--- src/rtl/gpio_bank_pkg.sv ---
package gpio_bank_pkg;
  localparam int unsigned REG_W         = 32;
  localparam int unsigned FN_W          = 3;
  localparam int unsigned FN_PER_WORD   = 10;
  localparam int unsigned OFS_FSEL      = 32'h00;
  localparam int unsigned OFS_SET       = 32'h1C;
  localparam int unsigned OFS_CLR       = 32'h28;
  localparam int unsigned OFS_LEV       = 32'h34;

  typedef enum logic [2:0] {
    FN_IN   = 3'd0,
    FN_OUT  = 3'd1,
    FN_ALT5 = 3'd2,
    FN_ALT4 = 3'd3,
    FN_ALT0 = 3'd4,
    FN_ALT1 = 3'd5,
    FN_ALT2 = 3'd6,
    FN_ALT3 = 3'd7
  } fn_code_e;

  typedef enum logic [1:0] {
    RD_ZERO = 2'd0,
    RD_FSEL = 2'd1,
    RD_LEV  = 2'd2
  } rd_kind_e;
endpackage

--- src/rtl/gpio_bank_decode.sv ---
module gpio_bank_decode
  import gpio_bank_pkg::*;
#(
  parameter int unsigned ADDR_W     = 8,
  parameter int unsigned FSEL_WORDS = 6,
  parameter int unsigned BANKS      = 2,
  parameter int unsigned IDX_W      = 3
) (
  input  logic                  wr_i,
  input  logic                  rd_i,
  input  logic [ADDR_W-1:0]     addr_i,
  output logic [FSEL_WORDS-1:0] fsel_we_o,
  output logic [BANKS-1:0]      set_we_o,
  output logic [BANKS-1:0]      clr_we_o,
  output rd_kind_e              rd_kind_o,
  output logic [IDX_W-1:0]      rd_idx_o
);
  localparam int unsigned WA_W = ADDR_W - 2;

  logic [WA_W-1:0] wa;
  assign wa = addr_i[ADDR_W-1:2];

  always_comb begin
    fsel_we_o = '0;
    set_we_o  = '0;
    clr_we_o  = '0;
    rd_kind_o = RD_ZERO;
    rd_idx_o  = '0;
    for (int i = 0; i < int'(FSEL_WORDS); i++) begin
      if (wa == WA_W'(OFS_FSEL / 4 + i)) begin
        fsel_we_o[i] = wr_i;
        rd_kind_o    = RD_FSEL;
        rd_idx_o     = IDX_W'(i);
      end
    end
    for (int b = 0; b < int'(BANKS); b++) begin
      if (wa == WA_W'(OFS_SET / 4 + b)) set_we_o[b] = wr_i;
      if (wa == WA_W'(OFS_CLR / 4 + b)) clr_we_o[b] = wr_i;
      if (wa == WA_W'(OFS_LEV / 4 + b)) begin
        rd_kind_o = RD_LEV;
        rd_idx_o  = IDX_W'(b);
      end
    end
  end
endmodule

--- src/rtl/gpio_bank_fsel.sv ---
module gpio_bank_fsel
  import gpio_bank_pkg::*;
#(
  parameter int unsigned NUM_PINS   = 54,
  parameter int unsigned FSEL_WORDS = 6
) (
  input  logic                        clk_i,
  input  logic                        rst_ni,
  input  logic [FSEL_WORDS-1:0]       fsel_we_i,
  input  logic [REG_W-1:0]            wdata_i,
  output logic [NUM_PINS*FN_W-1:0]    fsel_o,
  output logic [FSEL_WORDS*REG_W-1:0] word_rd_o
);
  logic [FN_W-1:0] fn_q [NUM_PINS];

  for (genvar p = 0; p < NUM_PINS; p++) begin : g_pin
    localparam int unsigned WRD = p / FN_PER_WORD;
    localparam int unsigned FLD = p % FN_PER_WORD;
    always_ff @(posedge clk_i or negedge rst_ni) begin
      if (!rst_ni)             fn_q[p] <= FN_IN;
      else if (fsel_we_i[WRD]) fn_q[p] <= wdata_i[FLD*FN_W +: FN_W];
    end
    assign fsel_o[p*FN_W +: FN_W] = fn_q[p];
  end

  // fields with no pin and bits 31:30 stay zero
  always_comb begin
    word_rd_o = '0;
    for (int p = 0; p < int'(NUM_PINS); p++)
      word_rd_o[(p / FN_PER_WORD) * REG_W + (p % FN_PER_WORD) * FN_W +: FN_W] = fn_q[p];
  end
endmodule

--- src/rtl/gpio_bank_out.sv ---
module gpio_bank_out
  import gpio_bank_pkg::*;
#(
  parameter int unsigned NUM_PINS = 54,
  parameter int unsigned BANKS    = 2
) (
  input  logic                     clk_i,
  input  logic                     rst_ni,
  input  logic [BANKS-1:0]         set_we_i,
  input  logic [BANKS-1:0]         clr_we_i,
  input  logic [REG_W-1:0]         wdata_i,
  input  logic [NUM_PINS*FN_W-1:0] fsel_i,
  output logic [NUM_PINS-1:0]      oe_o,
  output logic [NUM_PINS-1:0]      out_o
);
  logic lat_q [NUM_PINS];

  for (genvar p = 0; p < NUM_PINS; p++) begin : g_pin
    localparam int unsigned BNK = p / REG_W;
    localparam int unsigned BIT = p % REG_W;
    always_ff @(posedge clk_i or negedge rst_ni) begin
      if (!rst_ni)                             lat_q[p] <= 1'b0;
      else if (set_we_i[BNK] && wdata_i[BIT]) lat_q[p] <= 1'b1;
      else if (clr_we_i[BNK] && wdata_i[BIT]) lat_q[p] <= 1'b0;
    end
    assign oe_o[p]  = (fsel_i[p*FN_W +: FN_W] == FN_OUT);
    assign out_o[p] = lat_q[p] & oe_o[p];
  end
endmodule

--- src/rtl/gpio_bank_sync.sv ---
module gpio_bank_sync #(
  parameter int unsigned NUM_PINS = 54,
  parameter int unsigned STAGES   = 2
) (
  input  logic                clk_i,
  input  logic                rst_ni,
  input  logic [NUM_PINS-1:0] pad_i,
  output logic [NUM_PINS-1:0] lvl_o
);
  logic [NUM_PINS-1:0] stg_q [STAGES];

  for (genvar s = 0; s < STAGES; s++) begin : g_stg
    if (s == 0) begin : g_first
      always_ff @(posedge clk_i or negedge rst_ni) begin
        if (!rst_ni) stg_q[s] <= '0;
        else         stg_q[s] <= pad_i;
      end
    end else begin : g_next
      always_ff @(posedge clk_i or negedge rst_ni) begin
        if (!rst_ni) stg_q[s] <= '0;
        else         stg_q[s] <= stg_q[s-1];
      end
    end
  end

  assign lvl_o = stg_q[STAGES-1];
endmodule

--- src/rtl/gpio_bank_top.sv ---
module gpio_bank_top
  import gpio_bank_pkg::*;
#(
  parameter int unsigned NUM_PINS    = 54,
  parameter int unsigned ADDR_W      = 8,
  parameter int unsigned SYNC_STAGES = 2
) (
  input  logic                     clk_i,
  input  logic                     rst_ni,
  input  logic                     wr_i,
  input  logic                     rd_i,
  input  logic [ADDR_W-1:0]        addr_i,
  input  logic [REG_W-1:0]         wdata_i,
  output logic [REG_W-1:0]         rdata_o,
  input  logic [NUM_PINS-1:0]      pad_i,
  output logic [NUM_PINS*FN_W-1:0] fsel_o,
  output logic [NUM_PINS-1:0]      oe_o,
  output logic [NUM_PINS-1:0]      out_o
);
  localparam int unsigned FSEL_WORDS = (NUM_PINS + FN_PER_WORD - 1) / FN_PER_WORD;
  localparam int unsigned BANKS      = (NUM_PINS + REG_W - 1) / REG_W;
  localparam int unsigned IDX_W      = 3;

  logic [FSEL_WORDS-1:0]       fsel_we;
  logic [BANKS-1:0]            set_we, clr_we;
  rd_kind_e                    rd_kind;
  logic [IDX_W-1:0]            rd_idx;
  logic [FSEL_WORDS*REG_W-1:0] fsel_words;
  logic [NUM_PINS-1:0]         lvl;
  logic [BANKS*REG_W-1:0]      lvl_words;
  logic [REG_W-1:0]            rdata_q;

  gpio_bank_decode #(
    .ADDR_W(ADDR_W), .FSEL_WORDS(FSEL_WORDS), .BANKS(BANKS), .IDX_W(IDX_W)
  ) u_dec (
    .wr_i(wr_i), .rd_i(rd_i), .addr_i(addr_i),
    .fsel_we_o(fsel_we), .set_we_o(set_we), .clr_we_o(clr_we),
    .rd_kind_o(rd_kind), .rd_idx_o(rd_idx)
  );

  gpio_bank_fsel #(.NUM_PINS(NUM_PINS), .FSEL_WORDS(FSEL_WORDS)) u_fsel (
    .clk_i(clk_i), .rst_ni(rst_ni), .fsel_we_i(fsel_we), .wdata_i(wdata_i),
    .fsel_o(fsel_o), .word_rd_o(fsel_words)
  );

  gpio_bank_out #(.NUM_PINS(NUM_PINS), .BANKS(BANKS)) u_out (
    .clk_i(clk_i), .rst_ni(rst_ni), .set_we_i(set_we), .clr_we_i(clr_we),
    .wdata_i(wdata_i), .fsel_i(fsel_o), .oe_o(oe_o), .out_o(out_o)
  );

  gpio_bank_sync #(.NUM_PINS(NUM_PINS), .STAGES(SYNC_STAGES)) u_sync (
    .clk_i(clk_i), .rst_ni(rst_ni), .pad_i(pad_i), .lvl_o(lvl)
  );

  assign lvl_words = (BANKS*REG_W)'(lvl);

  always_ff @(posedge clk_i or negedge rst_ni) begin
    if (!rst_ni) rdata_q <= '0;
    else if (rd_i) begin
      case (rd_kind)
        RD_FSEL: rdata_q <= fsel_words[rd_idx*REG_W +: REG_W];
        RD_LEV:  rdata_q <= lvl_words[rd_idx*REG_W +: REG_W];
        default: rdata_q <= '0;
      endcase
    end
  end

  assign rdata_o = rdata_q;
endmodule

--- config.mk ---
export PLATFORM = sky130hd
export DESIGN_NAME = gpio_bank_top
export DESIGN_NICKNAME = d
export VERILOG_FILES = /design/src/rtl/gpio_bank_pkg.sv /design/src/rtl/gpio_bank_decode.sv /design/src/rtl/gpio_bank_fsel.sv /design/src/rtl/gpio_bank_out.sv /design/src/rtl/gpio_bank_sync.sv /design/src/rtl/gpio_bank_top.sv
export SDC_FILE = /design/constraint.sdc
export NUM_CORES = 1
export LEC_CHECK = 0
export ABC_CLOCK_PERIOD_IN_PS = 2400
export BUFFER_PORTS_ARGS = -buffer_cell sky130_fd_sc_hd__buf_4
export CORE_ASPECT_RATIO = 1.5
export CORE_UTILIZATION = 40
export CTS_BUF_LIST = sky130_fd_sc_hd__clkbuf_16
export CTS_CLUSTER_DIAMETER = 120
export CTS_CLUSTER_SIZE = 16
export DETAILED_ROUTE_END_ITERATION = 12
export GPL_ROUTABILITY_DRIVEN = 1
export PLACE_DENSITY = 0.7
export SLEW_MARGIN = 10
export SYNTH_ARGS = -nofsm -noshare
export SYNTH_HDL_FRONTEND = slang
export SYNTH_SLANG_ARGS = --single-unit
--- constraint.sdc ---
create_clock -name clk_i -period 2.4 [get_ports clk_i]
set_clock_uncertainty 0.2 [all_clocks]
set_input_delay 0 -clock clk_i [delete_from_list [all_inputs] [get_ports clk_i]]
set_output_delay 0 -clock clk_i [all_outputs]
set_load 0.03 [all_outputs]
---- Yosys cells after proc, flatten, opt, wreduce, memory -nomap -nowiden ----
Index checks and enable logic that the tools add are counted.
storage, ports and cells
  bits in registers ....................... 356
  output and inout bits ................... 302
cells by class
  equal/unequal tests ..................... 67
  shift-type cells ........................ 2
  multiplexer cells ....................... 134
  bitwise logic cells ..................... 54
  reductions and logical operators ........ 163
operators by type and width
  kind                                                                    number
  192-bit by 9-bit indexed part select with 32-bit output                 1
  3-bit by 1-bit equality test with 1-bit output (second input constant)  54
  1-bit 2-to-1 mux                                                        125
  1-bit logical AND                                                       108
  2-bit nonzero test                                                      54
  32-bit case mux with 2 select lines                                     1
  64-bit by 9-bit indexed part select with 32-bit output                  1
  1-bit AND                                                               54
  6-bit by 4-bit equality test with 1-bit output (second input constant)  5
  6-bit by 3-bit equality test with 1-bit output (second input constant)  3
  6-bit by 2-bit equality test with 1-bit output (second input constant)  2
  3-bit 2-to-1 mux                                                        4
  2-bit 2-to-1 mux                                                        4
  6-bit by 1-bit equality test with 1-bit output (second input constant)  1
  6-bit logical NOT                                                       1
  2-bit by 1-bit equality test with 1-bit output (second input constant)  1
  2-bit equality test (second input constant)                             1

---- Logic depth before layout (Yosys ltp) ----
  depth after elaboration ................. 11
  depth in mapped cells ................... 14
  depth with buffers taken out ............ 8

---- Modules after synthesis ----
A second synthesis with hierarchy kept.
unflattened totals
  cell total of the unflattened synthesis .. 1,360
  area, all modules ....................... 17,605.6 µm²
modules (own cells, without submodules)
  module            instances  cells an instance  area each (µm²)
  gpio_bank_fsel    1          533                8,066.5
  gpio_bank_top     1          355                3,382.0
  gpio_bank_sync    1          162                3,108.0
  gpio_bank_out     1          280                2,851.5
  gpio_bank_decode  1          30                 197.7

---- Worst setup path after synthesis ----
OpenSTA, ideal clock, no wires.
  kind .................................... input -> register
  start ................................... input port addr_i[2]
  end ..................................... register rdata_q[11], in the netlist rdata_o[11]
  setup time .............................. 135 ps
  data arrival time ....................... 2,819 ps
  slack ................................... -753 ps
  stages .................................. 14
  path through ............................ buf_2 buf_1 buf_1 buf_2 xnor2_1 nor3_1 ha_1 clkbuf_1 clkbuf_1 clkbuf_1 mux2i_1 o21ai_0 o211ai_1 o211ai_1
on the way
  longest elaborated chain between the ends .. 11
RTL lines
  what                                                                                              line                 source
  from (decl)                                                                                       gpio_bank_top.sv:12  input logic [ADDR_W-1:0] addr_i,
  branches (longest 10 deep; another with 192-bit by 9-bit indexed part select with 32-bit output)  -
  32-bit case mux with 2 select lines *                                                             gpio_bank_top.sv:60  case (rd_kind)
  to (signal assigned)                                                                              gpio_bank_top.sv:61  RD_FSEL: rdata_q <= fsel_words[rd_idx*REG_W +: REG_W];
  to (signal assigned)                                                                              gpio_bank_top.sv:62  RD_LEV: rdata_q <= lvl_words[rd_idx*REG_W +: REG_W];
  to (decl)                                                                                         gpio_bank_top.sv:31  logic [REG_W-1:0] rdata_q;
Mark *: on every way between the ends.
A chain may end at the register's enable or synchronous reset.

---- Final worst setup path ----
  start ................................... input port addr_i[6]
  end ..................................... register rdata_q[30], in the netlist rdata_o[30]
Same word-level chain as after synthesis.

==> results.py <==
metrics = {
    "setup_path": {
        "start_kind": "input port",
        "crit_top_cell": "dlygate4sd3_1",
        "r2r_end": "rdata_o[23]",
        "worstPathCellList": "buf_4 > dlygate4sd3_1 > nor3_2 > nand2_1 > ha_2 > nor2b_4 > and2_4 > buf_12 > nand4_1 > o21ai_0 > dlygate4sd3_1",
        "arrival_ps": 2630,
        "crit_type": "input port to register",
        "cp_num_cells": 11,
        "reg2reg_setup_slack_ps": 740,
        "max_stage_delay_ps": 610,
        "r2r_cells": 4,
        "r2r_start": "u_fsel.fsel_o[113]",
        "worstPathRequired_ps": 2700,
        "end_kind": "register",
        "crit_family": "buffers and inverters",
        "crit_fanout": 12,
        "crit_buf_inv": 4,
        "worst_path_max_delay_cell": "dlygate4sd3_1",
    },
    "clocking": {
        "clock_latency_ps": 560,
        "clockBufferDepth": 3,
        "cts_buffers": 26,
        "htreeDepth": 1,
        "cts_setup_buffers": 0,
        "cts_tree": "built",
        "path_clk_slew_ps": 70,
        "cts-root-buf": "clkbuf_16",
        "numClockSinks": 356,
    },
    "detailed_routing": {
        "drt-pass1-iter-count": 5,
        "vias": 12135,
        "wl_per_cell_um": 25.6,
        "drt_wl_total_um": 55500,
        "routed_via_density": 5.58,
        "drtIter0Drc": 820,
        "drc": 0,
        "ant_nets": 0,
    },
    "timing": {
        "maxSlewViolCount": 0,
        "tightest_slew_ps": 757,
        "finalCriticalPeriod_ps": 2330,
        "fin_crit_sh_pct": 97.2,
        "hold_violations": 0,
        "fmax_mhz": 429,
        "fin_tns_setup_ps": 0,
        "setup_viol": 0,
        "slew-limit-headroom_pct": 49.4,
        "rsz0062_at_grt": "no",
    },
    "cells_and_area": {
        "final_area_um2": 21200,
        "area_delta_synth_final_pct": 42.5,
        "fin_nets": 1789,
        "drive_above_1_share_pct": 42.0,
        "utilization_pct": 57.8,
        "antennaDiodeCount": 0,
        "finalNonFillerCells": 2173,
    },
    "yosys": {
        "yosysWarningCount": 0,
        "synth_top_family_by_area": "multiplexers",
        "avgSynthCellArea_um2": 13.3,
        "synth_ff_type": "dfrtp_1",
        "synth_seq_cells": 356,
        "netlist_instances": 1123,
        "yosysUniqueCellTypes": 52,
        "synth_xor_area_share_pct": 0.0588,
        "seq_area_frac_synth_pct": 59.8,
        "synth_compound_area_share_pct": 10.6,
        "synthMuxAreaShare_pct": 16.7,
        "synth_fa_ha_area_share_pct": 0.168,
        "synth_area_um2": 14900,
        "synth-simple-area-share_pct": 9.82,
        "synth_edf_count": 0,
        "syn-num-nets": 1223,
        "synthArstFlopShare_pct": 100,
    },
    "global_route": {
        "grt_max_degree": 82,
        "gr-total-overflow": 0,
        "grt_pass1_vias": 12515,
        "grt_pass1_wl_um": 81300,
        "grt_use_total_pct": 28.9,
        "grt_antenna_before_repair": 0,
    },
    "min_path": {
        "hp-start": "wdata_i[31]",
        "hp-class": "input port to register",
        "whs_endpoint": "u_out.lat_q[22]",
        "hold_depth": 3,
    },
    "power": {
        "peakVddDrop_uv": 599,
        "pwr_density_cell_nw_per_um2": 708,
        "leakagePower_nw": 10.2,
    },
    "floorplanning": {
        "core_area_um2": 36700,
        "ios": 400,
        "start_util_pct": 40.6,
        "rows": 86,
        "fp.dieH_um": 238,
        "die-area_um2": 38000,
        "die_w_um": 160,
    },
    "run": {
        "maxCapViolCount": 0,
    },
    "placement": {
        "port-buffer-count": 397,
        "hpwl_um": 38000,
        "dpl.cell_count": 1983,
        "placed_area_um2": 18900,
        "place.gp.congestion": 0.896,
    },
    "run_status": {
        "status": "completed",
    },
}
==> per-layer routing <==
layer / vias to the layer above / GRT usage, % / wire (µm)
met3: 124 / 3.69 / 3330
li1: 5221 / - / -
met1: 6220 / 35.9 / 21500
met4: 0 / 12.3 / 2310
met2: 570 / 50.6 / 28400
met5: - / 0 / 0
==> logic make-up after synthesis <==
group           Yosys count
buf+inv                  98
simple gates            259
flops                   356
xor+xnor                  1
compound gates          202
mux                     205
fa+ha+maj                 2
==> worst max path at each step <==
| stage | start | to | slack, ps |
|---|---|---|---|
| final | addr_i[6] | rdata_o[30] | 70 |
| after floorplan | addr_i[2] | rdata_o[10] | 0.3 |
| after global routing | addr_i[4] | rdata_o[30] | 20 |
| after global placement | addr_i[7] | rdata_o[4] | 150 |
| after detailed placement | addr_i[7] | rdata_o[4] | 90 |
| after CTS | addr_i[6] | rdata_o[16] | 10 |
==> Yosys cell counts, types with 3 or more instances <==
library cell,count,share of area (%)
a32o_1,3,0.20
nor2b_1,3,0.13
inv_1,13,0.33
o21ai_0,15,0.50
o221a_2,7,0.53
nand4b_1,3,0.18
nand4_1,3,0.13
a22o_1,70,4.1
o211ai_1,10,0.50
buf_1,8,0.20
o311ai_0,5,0.29
nand2_1,80,2.0
a222oi_1,3,0.20
buf_6,3,0.23
dfrtp_1,356,60
nand3_1,3,0.10
and3_1,6,0.25
a221o_1,8,0.54
and2_1,55,2.3
nor3_1,17,0.57
a2bb2oi_1,3,0.18
nand2b_1,9,0.38
nor2_1,15,0.38
mux2i_1,14,0.94
buf_4,3,0.15
a211o_1,8,0.47
o41ai_1,10,0.59
a22oi_1,11,0.55
nor3b_1,53,2.7
a21oi_1,22,0.74
buf_2,8,0.27
mux4_2,16,2.4
clkbuf_1,63,1.6
o22ai_1,15,0.63
a211oi_1,8,0.40
mux2_2,172,13
==> power breakdown <==
group	switching (mW)	internal, mW	leakage (nW)
Combinational	2.11	1.60	5.32
Clock	2.04	1.99	0.340
Sequential	0.687	6.59	4.57
Total	4.84	10.2	10.2
==> metrics by stage <==
step,setup WS [ps],total power [mW],hold slack [ps]
after floorplan,0.275,9.09,-496
after global placement,150,10.8,-137
after detailed placement,85.4,10.9,-134
after CTS,10.5,15.1,0.223
after global routing,17.2,15.5,40.6
final,66.5,15.0,20.9
==> cell type report <==
| type | count | area, µm² |
|---|---|---|
| Fill cell | 2962 | 15500 |
| Sequential cell | 356 | 8910 |
| Multi-Input combinational cell | 669 | 5660 |
| Inverter | 13 | 48.8 |
| Tap cell | 484 | 606 |
| Clock inverter | 1 | 16.3 |
| Clock buffer | 27 | 676 |
| Timing Repair Buffer | 623 | 5300 |
==> placed cells by master (no fill, tap or decap), types with 3 or more instances in the layout <==
master         count
o41ai_1            9
buf_12            14
a32o_1             3
nor3_1            15
a2bb2oi_1          3
nor3b_1           53
o21ai_0           15
o22ai_1           15
o211ai_1          10
a211o_1            8
mux4_2            16
clkbuf_16         29
inv_1             13
o221a_2            7
dfrtp_1          356
a211oi_1           8
a21oi_1           21
nor2_1            12
and2_1            54
nand2b_1           8
nand2_1           80
a22oi_1           11
a221o_1            8
nor3_2             3
and3_1             6
nand4b_1           3
mux2i_1           13
buf_4            445
dlygate4sd3_1    160
mux2_2           172
nand4_1            3
a222oi_1           3
o311ai_0           5
a22o_1            70
nor2_4             3
==> flip-flops by register name (all words and copies together), names as in the netlist <==
register       flops
rdata_o           32
u_sync.stg_q      54
u_sync.lvl_o      54
u_fsel.fsel_o    162
u_out.lat_q       54
==> worst register-to-register path: cells and delay by family, from the launching register on <==
family | cells | cell delay [ps]
flip-flops | 1 | 480
AO/OA/AOI/OAI | 4 | 870
==> timing repair <==
item / CTS / global route
hold endpoints to repair: 651 / 4
hold buffers: 160 / 1
resized for setup: 0 / 5
setup endpoints to repair: 0 / 17
Power figures use the tool's default switching activity.
